### src/rtl/lpi_wake_pkg.sv
package lpi_wake_pkg;
  typedef enum logic [1:0] {
    ST_ACTIVE = 2'd0,
    ST_LPI    = 2'd1,
    ST_WAKE   = 2'd2
  } wake_state_e;
endpackage

### src/rtl/lpi_cfg_regs.sv
module lpi_cfg_regs #(
  parameter int unsigned TICK_W   = 10,
  parameter int unsigned WAKE_W   = 16,
  parameter int unsigned TICK_RST = 99,
  parameter int unsigned WAKE_RST = 30
) (
  input  logic              clk,
  input  logic              rst_n,
  input  logic              we,
  input  logic              addr,
  input  logic [WAKE_W-1:0] wdata,
  output logic [TICK_W-1:0] reload_o,
  output logic [WAKE_W-1:0] wake_time_o
);
  // reset values, R11 address decode
  always_ff @(posedge clk) begin
    if (!rst_n) begin
      reload_o    <= TICK_W'(TICK_RST);
      wake_time_o <= WAKE_W'(WAKE_RST);
    end else if (we) begin
      if (!addr) reload_o    <= wdata[TICK_W-1:0];
      else       wake_time_o <= wdata;
    end
  end

  a_r11_write_lands: assert property (@(posedge clk) disable iff (!rst_n)
    (we && addr) |=> (wake_time_o == $past(wdata)));
endmodule

### src/rtl/lpi_us_prescaler.sv
module lpi_us_prescaler #(
  parameter int unsigned TICK_W   = 10,
  parameter int unsigned TICK_RST = 99
) (
  input  logic              clk,
  input  logic              rst_n,
  input  logic [TICK_W-1:0] reload_i,
  output logic              tick_o
);
  logic [TICK_W-1:0] cnt_q;
  logic [TICK_W-1:0] active_q;   // reload value in force for the current period

  assign tick_o = (cnt_q == active_q);

  always_ff @(posedge clk) begin
    if (!rst_n) begin
      cnt_q    <= '0;
      active_q <= TICK_W'(TICK_RST);
    end else if (tick_o) begin
      cnt_q    <= '0;
      active_q <= reload_i;        // adopt only at terminal count
    end else begin
      cnt_q    <= cnt_q + 1'b1;
    end
  end

  a_r2_cnt_in_range: assert property (@(posedge clk) disable iff (!rst_n)
    cnt_q <= active_q);
  a_r2_restart_zero: assert property (@(posedge clk) disable iff (!rst_n)
    tick_o |=> (cnt_q == '0));
  a_r3_adopt_at_terminal: assert property (@(posedge clk) disable iff (!rst_n)
    tick_o |=> (active_q == $past(reload_i)));
  a_r3_hold_midperiod: assert property (@(posedge clk) disable iff (!rst_n)
    !tick_o |=> $stable(active_q));
endmodule

### src/rtl/lpi_wake_fsm.sv
module lpi_wake_fsm
  import lpi_wake_pkg::*;
#(
  parameter int unsigned WAKE_W = 16
) (
  input  logic              clk,
  input  logic              rst_n,
  input  logic              tick_i,
  input  logic [WAKE_W-1:0] wake_time_i,
  input  logic              lpi_req,
  input  logic              frm_valid,
  output logic              frm_ready,
  output logic              txc_o,
  output logic              txc_oe
);
  wake_state_e       state_q;
  logic [WAKE_W-1:0] wcnt_q;
  logic [WAKE_W-1:0] tgt_q;

  always_ff @(posedge clk) begin
    if (!rst_n) begin
      state_q <= ST_ACTIVE;
      wcnt_q  <= '0;
      tgt_q   <= '0;
    end else begin
      unique case (state_q)
        ST_ACTIVE: if (lpi_req && !frm_valid) state_q <= ST_LPI;
        ST_LPI: if (!lpi_req) begin
          state_q <= ST_WAKE;
          wcnt_q  <= '0;
          tgt_q   <= wake_time_i;                                  // capture
        end
        ST_WAKE: begin
          if (lpi_req) state_q <= ST_LPI;                          // abort
          else if (tick_i) begin
            if (wcnt_q == tgt_q) state_q <= ST_ACTIVE;
            else                 wcnt_q  <= wcnt_q + 1'b1;
          end
        end
        default: state_q <= ST_ACTIVE;
      endcase
    end
  end

  assign frm_ready = (state_q == ST_ACTIVE);
  assign txc_o     = (state_q == ST_ACTIVE);
  assign txc_oe    = (state_q != ST_LPI);

  a_r4_lpi_blanks: assert property (@(posedge clk) disable iff (!rst_n)
    (lpi_req && !(frm_valid && frm_ready)) |=> (!frm_ready && !txc_oe));
  a_r5_leave_hiz_low: assert property (@(posedge clk) disable iff (!rst_n)
    $rose(txc_oe) |-> !txc_o);
  a_r6_release_on_tick: assert property (@(posedge clk) disable iff (!rst_n)
    $rose(frm_ready) |-> $past(tick_i));
  a_r6_count_bound: assert property (@(posedge clk) disable iff (!rst_n)
    (state_q == ST_WAKE) |-> (wcnt_q <= tgt_q));
  a_r9_target_held: assert property (@(posedge clk) disable iff (!rst_n)
    (state_q == ST_WAKE) |=> ((state_q != ST_WAKE) || $stable(tgt_q)));
  a_r2_no_raw_advance: assert property (@(posedge clk) disable iff (!rst_n)
    ((state_q == ST_WAKE) && !tick_i && !lpi_req) |=> $stable(wcnt_q));
endmodule

### src/rtl/lpi_wake_ctrl.sv
module lpi_wake_ctrl #(
  parameter int unsigned TICK_W   = 10,
  parameter int unsigned TICK_RST = 99,
  parameter int unsigned WAKE_W   = 16,
  parameter int unsigned WAKE_RST = 30
) (
  input  logic              clk,
  input  logic              rst_n,
  input  logic              cfg_we,
  input  logic              cfg_addr,
  input  logic [WAKE_W-1:0] cfg_wdata,
  input  logic              lpi_req,
  input  logic              frm_valid,
  output logic              frm_ready,
  output logic              txc_o,
  output logic              txc_oe
);
  logic [TICK_W-1:0] reload;
  logic [WAKE_W-1:0] wake_time;
  logic              tick;

  lpi_cfg_regs #(
    .TICK_W(TICK_W), .WAKE_W(WAKE_W), .TICK_RST(TICK_RST), .WAKE_RST(WAKE_RST)
  ) u_regs (
    .clk(clk), .rst_n(rst_n), .we(cfg_we), .addr(cfg_addr), .wdata(cfg_wdata),
    .reload_o(reload), .wake_time_o(wake_time)
  );

  lpi_us_prescaler #(.TICK_W(TICK_W), .TICK_RST(TICK_RST)) u_presc (
    .clk(clk), .rst_n(rst_n), .reload_i(reload), .tick_o(tick)
  );

  lpi_wake_fsm #(.WAKE_W(WAKE_W)) u_fsm (
    .clk(clk), .rst_n(rst_n), .tick_i(tick), .wake_time_i(wake_time),
    .lpi_req(lpi_req), .frm_valid(frm_valid), .frm_ready(frm_ready),
    .txc_o(txc_o), .txc_oe(txc_oe)
  );
endmodule

### config.mk
export PLATFORM = sky130hd
export DESIGN_NAME = lpi_wake_ctrl
export DESIGN_NICKNAME = d
export VERILOG_FILES = /design/src/rtl/lpi_wake_pkg.sv /design/src/rtl/lpi_cfg_regs.sv /design/src/rtl/lpi_us_prescaler.sv /design/src/rtl/lpi_wake_fsm.sv /design/src/rtl/lpi_wake_ctrl.sv
export SDC_FILE = /design/constraint.sdc
export NUM_CORES = 1
export LEC_CHECK = 0
export ABC_AREA = 1
export BUFFER_PORTS_ARGS = -buffer_cell sky130_fd_sc_hd__buf_2
export CELL_PAD_IN_SITES_DETAIL_PLACEMENT = 1
export CELL_PAD_IN_SITES_GLOBAL_PLACEMENT = 1
export CORE_AREA = 4 4 101 103
export DETAILED_ROUTE_END_ITERATION = 8
export DIE_AREA = 0 0 105 107
export PLACE_DENSITY = 0.75
export SLEW_MARGIN = 20
export SYNTH_ARGS = -nofsm -noshare
export SYNTH_HDL_FRONTEND = slang
export SYNTH_HIERARCHICAL = 1
export SYNTH_SLANG_ARGS = --single-unit
### constraint.sdc
create_clock -name clk -period 2.6 [get_ports clk]
set_input_delay 0.13 -clock clk [delete_from_list [all_inputs] [get_ports clk]]
set_output_delay 0.13 -clock clk [all_outputs]
set_load 0.01 [all_outputs]
# [Word level (Yosys, flattened, before mapping)]
# Index checks and enable logic that the tools add are counted.
[classes] n_addsub=2 mul=0 n_div=0 magnitude_cmp=0 eq_ne=12 shifts=0 mux=11 n_bitwise=3 reduce_logical=10
[op_table] operator="16-bit two-way mux" n=4
[op_table] operator="16-bit one-hot mux with 2 select lines" n=1
[op_table] operator="16-bit by 1-bit adder with 16-bit output (second input constant)" n=1
[op_table] operator="16-bit equality test" n=1
[op_table] operator="10-bit by 1-bit adder with 10-bit output (second input constant)" n=1
[op_table] operator="10-bit equality test" n=1
[op_table] operator="2-bit two-way mux" n=5
[op_table] operator="2-bit != test (second input constant)" n=4
[op_table] operator="2-bit one-hot mux with 3 select lines" n=1
[op_table] operator="2-bit AND reduction" n=3
[op_table] operator="5-bit AND reduction" n=1
[op_table] operator="2-bit by 1-bit != test with 1-bit output (second input constant)" n=2
[op_table] operator="4-bit AND reduction" n=1
[op_table] operator="3-bit by 2-bit != test with 1-bit output (second input constant)" n=1
[op_table] operator="3-bit != test (second input constant)" n=1
[op_table] operator="1-bit NOT" n=3
[op_table] operator="2-bit by 1-bit equality test with 1-bit output (second input constant)" n=1
[op_table] operator="2-bit equality test (second input constant)" n=1
[op_table] operator="2-bit logical NOT" n=1
[op_table] operator="2-bit nonzero test" n=1
[op_table] operator="2-bit OR reduction" n=1
[op_table] operator="1-bit logical AND" n=1
[op_table] operator="1-bit logical NOT" n=1
[word_totals] reg_bits=80 latchBits=0 ramBits=0 romBits=0 in_bits=22 output_inout_bits=3 word_cells=45 memories=0

# [Logic depth before layout (Yosys ltp)]
[logic_depth] ltp_word=5 depth_mapped=13 depth_no_buf=12

# [Cells and area by module]
# Netlist, hierarchy kept.
[modules_own_cells] module="lpi_wake_fsm" instances=1 cells_each=315 area_per_inst_um2=1953.1 seq_area_each_um2=680.7
[modules_own_cells] module="lpi_us_prescaler" instances=1 cells_each=156 area_per_inst_um2=1047.3 seq_area_each_um2=400.4
[modules_own_cells] module="lpi_cfg_regs" instances=1 cells_each=128 area_per_inst_um2=957.2 seq_area_each_um2=520.5

# [Least setup slack after synthesis]
# Ideal clock, no wire load.
[synth_timing] path_kind="reg2reg" start="register u_presc.cnt_q[5]" end="register u_fsm.wcnt_q[3]" setup_ps=115 arrival_time_ps=1741 t_required_ps=2485 path_slack_ps=744 path_stages_with_launch=13 n_path_buf=1 period_less_slack_ps=1856 path_cell_list="dfxtp_1 -> inv_2 -> nand2_1 -> nand2_1 -> a21oi_2 -> nand3_1 -> nor2_4 -> inv_1 -> nor3_1 -> nand2_4 -> buf_8 -> o21bai_1 -> nor2_1"
[synth_between] elab_chain_len=3
[synth_lines] item="start: declaration" line_no="lpi_us_prescaler.sv:10" text="logic [TICK_W-1:0] cnt_q;"
[synth_lines] item="start signal: assignment" line_no="lpi_us_prescaler.sv:23" text="cnt_q <= cnt_q + 1'b1;"
[synth_lines] item="10-bit equality test" line_no="lpi_us_prescaler.sv:13" text="assign tick_o = (cnt_q == active_q);"
[synth_lines] item="named net tick" line_no="lpi_wake_ctrl.sv:20" text="logic tick;"
[synth_lines] item="2-bit != test (no line)"
[synth_lines] item="5-bit AND reduction (no line)"
[synth_lines] item="end signal: assignment" line_no="lpi_wake_fsm.sv:37" text="else wcnt_q <= wcnt_q + 1'b1;"
[synth_lines] item="end: declaration" line_no="lpi_wake_fsm.sv:17" text="logic [WAKE_W-1:0] wcnt_q;"
# The timed path passes the listed nets, and every way through them passes these cells.
# A chain may end at the register's enable or synchronous reset.

# [Worst setup path in the final report]
[layout_timing] start="register u_presc.cnt_q[5]" end="register u_fsm.wcnt_q[5]"
# Same word-level chain as after synthesis.

==> reports/qor.yml <==
use_met3: 0.0247
total_power_mw: 2.42
synth_nets: 623
r2r_cells: 12
cp-end-kind: "flop"
grt_busiest_layer: "met2"
cts_tree: "done"
syn_area_per_cell_sq_um: 6.61
cts_made_buffers: 9
p_clk_frac: 0.384
layout.nets: 642
ys.warnings.count: 6
layout_common_cells: "nand2_1 (151), nor2_1 (94), dfxtp_1 (80)"
grt_max_degree: 50
regToRegStartpoint: "u_presc/cnt_q[5]"
htreeDepth: 3
postLayoutCoreUtil: 0.471
period_share: 0.829
drive_gt1_frac: 0.119
rsz0062_at_grt: "no"
track_usage: 0.192
netlist_area_sq_um: 3960
grt_use_met1: 0.271
route.antenna.remaining_nets: 0
synth-seq-cells: 80
die_width_um: 105
core_sq_um: 9200
first_global_vias: 3669
area_growth_pct: 9.42
wirelength_um: 10200
final_common_cell: "nand2_1"
r2r_end: "u_fsm/wcnt_q[5]"
p_seq_frac: 0.533
drv_slew: 0
post_cts_buffers: 0
clock_skew_ns: 0.0154
p_sw_frac: 0.263
grt_overflow: 0
initial_core_util: 0.430
drv_cap: 0
peakVddDrop_mv: 0.266
netlist_instances: 599
root_buffer: "clkbuf_8"
portBuffers: 24
status: "finished clean"
drtPass1Iterations: 4
setup_tns_ns: 0
fmax_ghz: 0.464
synth_cell_types: 29
drc: 0
worstMarginPinSlew_ns: 0.492
dpl.hpwl_um: 7710
gp_congestion: 0.809
crit_fanout: 19
path_class: "reg -> reg"
wl_per_cell_um: 13.9
viasPerCell: 4.97
holdPathEnd: "u_regs/wake_time_o[2]"
ioPinCount: 25
pwr-share-comb: 0.083
grt_pass1_wl_um: 17700
leakage_nw: 1.81
slew_headroom: 0.672
antenna_cells: 0
vias: 3646
setup_viol: 0
met2_usage: 0.309
whs_path_depth: 3
rows: 35
cp-start-kind: "flop"
cts_sinks: 80
die_area_sq_um: 11200
min_period_ns: 2.16
worstPathRequired_ns: 2.87
fp.dieH_um: 107
r2r_setup_slack_ns: 0.44
clk_pin_slew_ns: 0.09
antenna_found_initial: 0
powerDensity_nw_per_um2: 560
p_int_mw: 1.79
ys_seq_area_frac: 0.405
fillerInstances: 1259
cp.arrival_ns: 2.43
worst_hold_path_type: "in -> reg"
hold_viol_final: 0
p_switching_mw: 0.637
insertion_delay_ns: 0.35
drt_iter0_markers: 135
cts_buffer_depth: 2
hold_path_startpoint: "cfg_wdata[2]"
## power groups by stage
stage	clock, mW	sequential (mW)	combinational [mW]
floorplan	0	1.31	0.146
global placement	0	1.32	0.195
detailed placement	0	1.32	0.202
CTS	0.951	1.29	0.205
global route	1.00	1.30	0.234
finish	0.930	1.29	0.202
## registers in the layout (all words and copies together), names as in the netlist
name / flops
u_fsm/state_q: 2
u_fsm/tgt_q: 16
u_fsm/wcnt_q: 16
u_presc/active_q: 10
u_presc/cnt_q: 10
u_regs/reload_o: 10
u_regs/wake_time_o: 16
## synthesized netlist by cell type
| master | n | area share |
|---|---|---|
| o211ai_1 | 1 | 0.0019 |
| nor3_1 | 8 | 0.010 |
| ha_1 | 2 | 0.0063 |
| a21oi_2 | 2 | 0.0044 |
| nand4_1 | 5 | 0.0079 |
| nor2_2 | 5 | 0.0079 |
| nand2_1 | 151 | 0.14 |
| xor2_1 | 7 | 0.015 |
| nor2b_1 | 1 | 0.0016 |
| inv_1 | 64 | 0.061 |
| nor3_2 | 1 | 0.0025 |
| o21bai_1 | 1 | 0.0019 |
| a21oi_1 | 32 | 0.040 |
| dfxtp_1 | 80 | 0.40 |
| buf_1 | 1 | 0.00095 |
| inv_2 | 12 | 0.011 |
| nor2_4 | 3 | 0.0085 |
| nand2_2 | 5 | 0.0079 |
| xnor2_1 | 6 | 0.013 |
| buf_2 | 10 | 0.013 |
| nor2_1 | 94 | 0.089 |
| clkbuf_1 | 5 | 0.0047 |
| nand2_4 | 2 | 0.0057 |
| buf_4 | 2 | 0.0038 |
| or2_1 | 1 | 0.0016 |
| nand3_1 | 62 | 0.078 |
| buf_6 | 3 | 0.0085 |
| o21ai_0 | 32 | 0.040 |
| buf_8 | 1 | 0.0038 |
## worst max-delay path, stage by stage, from the launching register on
cell and delay [ns]:
dfxtp_1 0.45, inv_2 0.04, nand2_1 0.08, nand2_1 0.07, a21oi_2 0.10, nand3_1 0.11, nor2_4 0.18, inv_1 0.09
nor3_2 0.26, nand2_4 0.20, nand2_2 0.23, nand2_1 0.10, a21oi_1 0.14
## routing by layer
layer / wire (um) / up-vias
met2: 4510 / 40
met1: 5340 / 1690
met4: 81 / 0
met5: 0 / -
met3: 286 / 8
li1: - / 1908
## worst max-delay path by stage
stage,from,end,slack [ns],depth (start not counted)
final,u_presc/cnt_q[5],u_fsm/wcnt_q[5],0.44,12
after global routing,u_presc/cnt_q[0],u_fsm/wcnt_q[7],0.15,12
after CTS,u_presc/cnt_q[5],u_fsm/wcnt_q[5],0.31,12
after detailed placement,u_presc/cnt_q[5],u_fsm/wcnt_q[5],0.33,12
after global placement,u_presc/cnt_q[0],u_fsm/wcnt_q[5],0.51,12
after floorplan,u_presc/cnt_q[5],u_fsm/wcnt_q[3],0.74,12
## final cells by class
cell class                 count  area [sq um]  share of cell area
clock buffer                  10           128              0.0295
clock inverter                 6          67.6              0.0156
inverter                      76           285              0.0659
multi-input combinational    421          1940               0.448
sequential                    80          1600               0.370
tap                          111           139              0.0321
timing repair buffer          30           170              0.0393
## kinds of logic (layout without fill, tap and decap cells)
family | Yosys count | count (layout) | synth area share
xor+xnor | 13 | 13 | 0.0288
compound gates | 68 | 68 | 0.0892
flops | 80 | 80 | 0.405
buf+inv | 98 | 122 | 0.107
simple gates | 338 | 338 | 0.365
fa+ha+maj | 2 | 2 | 0.00632
## metrics by stage
stage	area [sq um]	cells	hold slack (ns)	setup WS, ns
2_1_floorplan	3960	599	0.243	0.744
3_3_place_gp	4110	716	0.346	0.510
3_5_place_dp	4110	716	0.354	0.335
4_1_cts	4330	734	0.0121	0.309
5_1_grt	4330	734	0.0240	0.147
6_report	4330	734	0.0228	0.444
## repair_timing
action	in CTS	in global routing
setup endpoints to repair	0	1
resized for setup	0	1
hold buffers	2	0
hold endpoints to repair	2	0
Power figures use the tool's default switching activity.
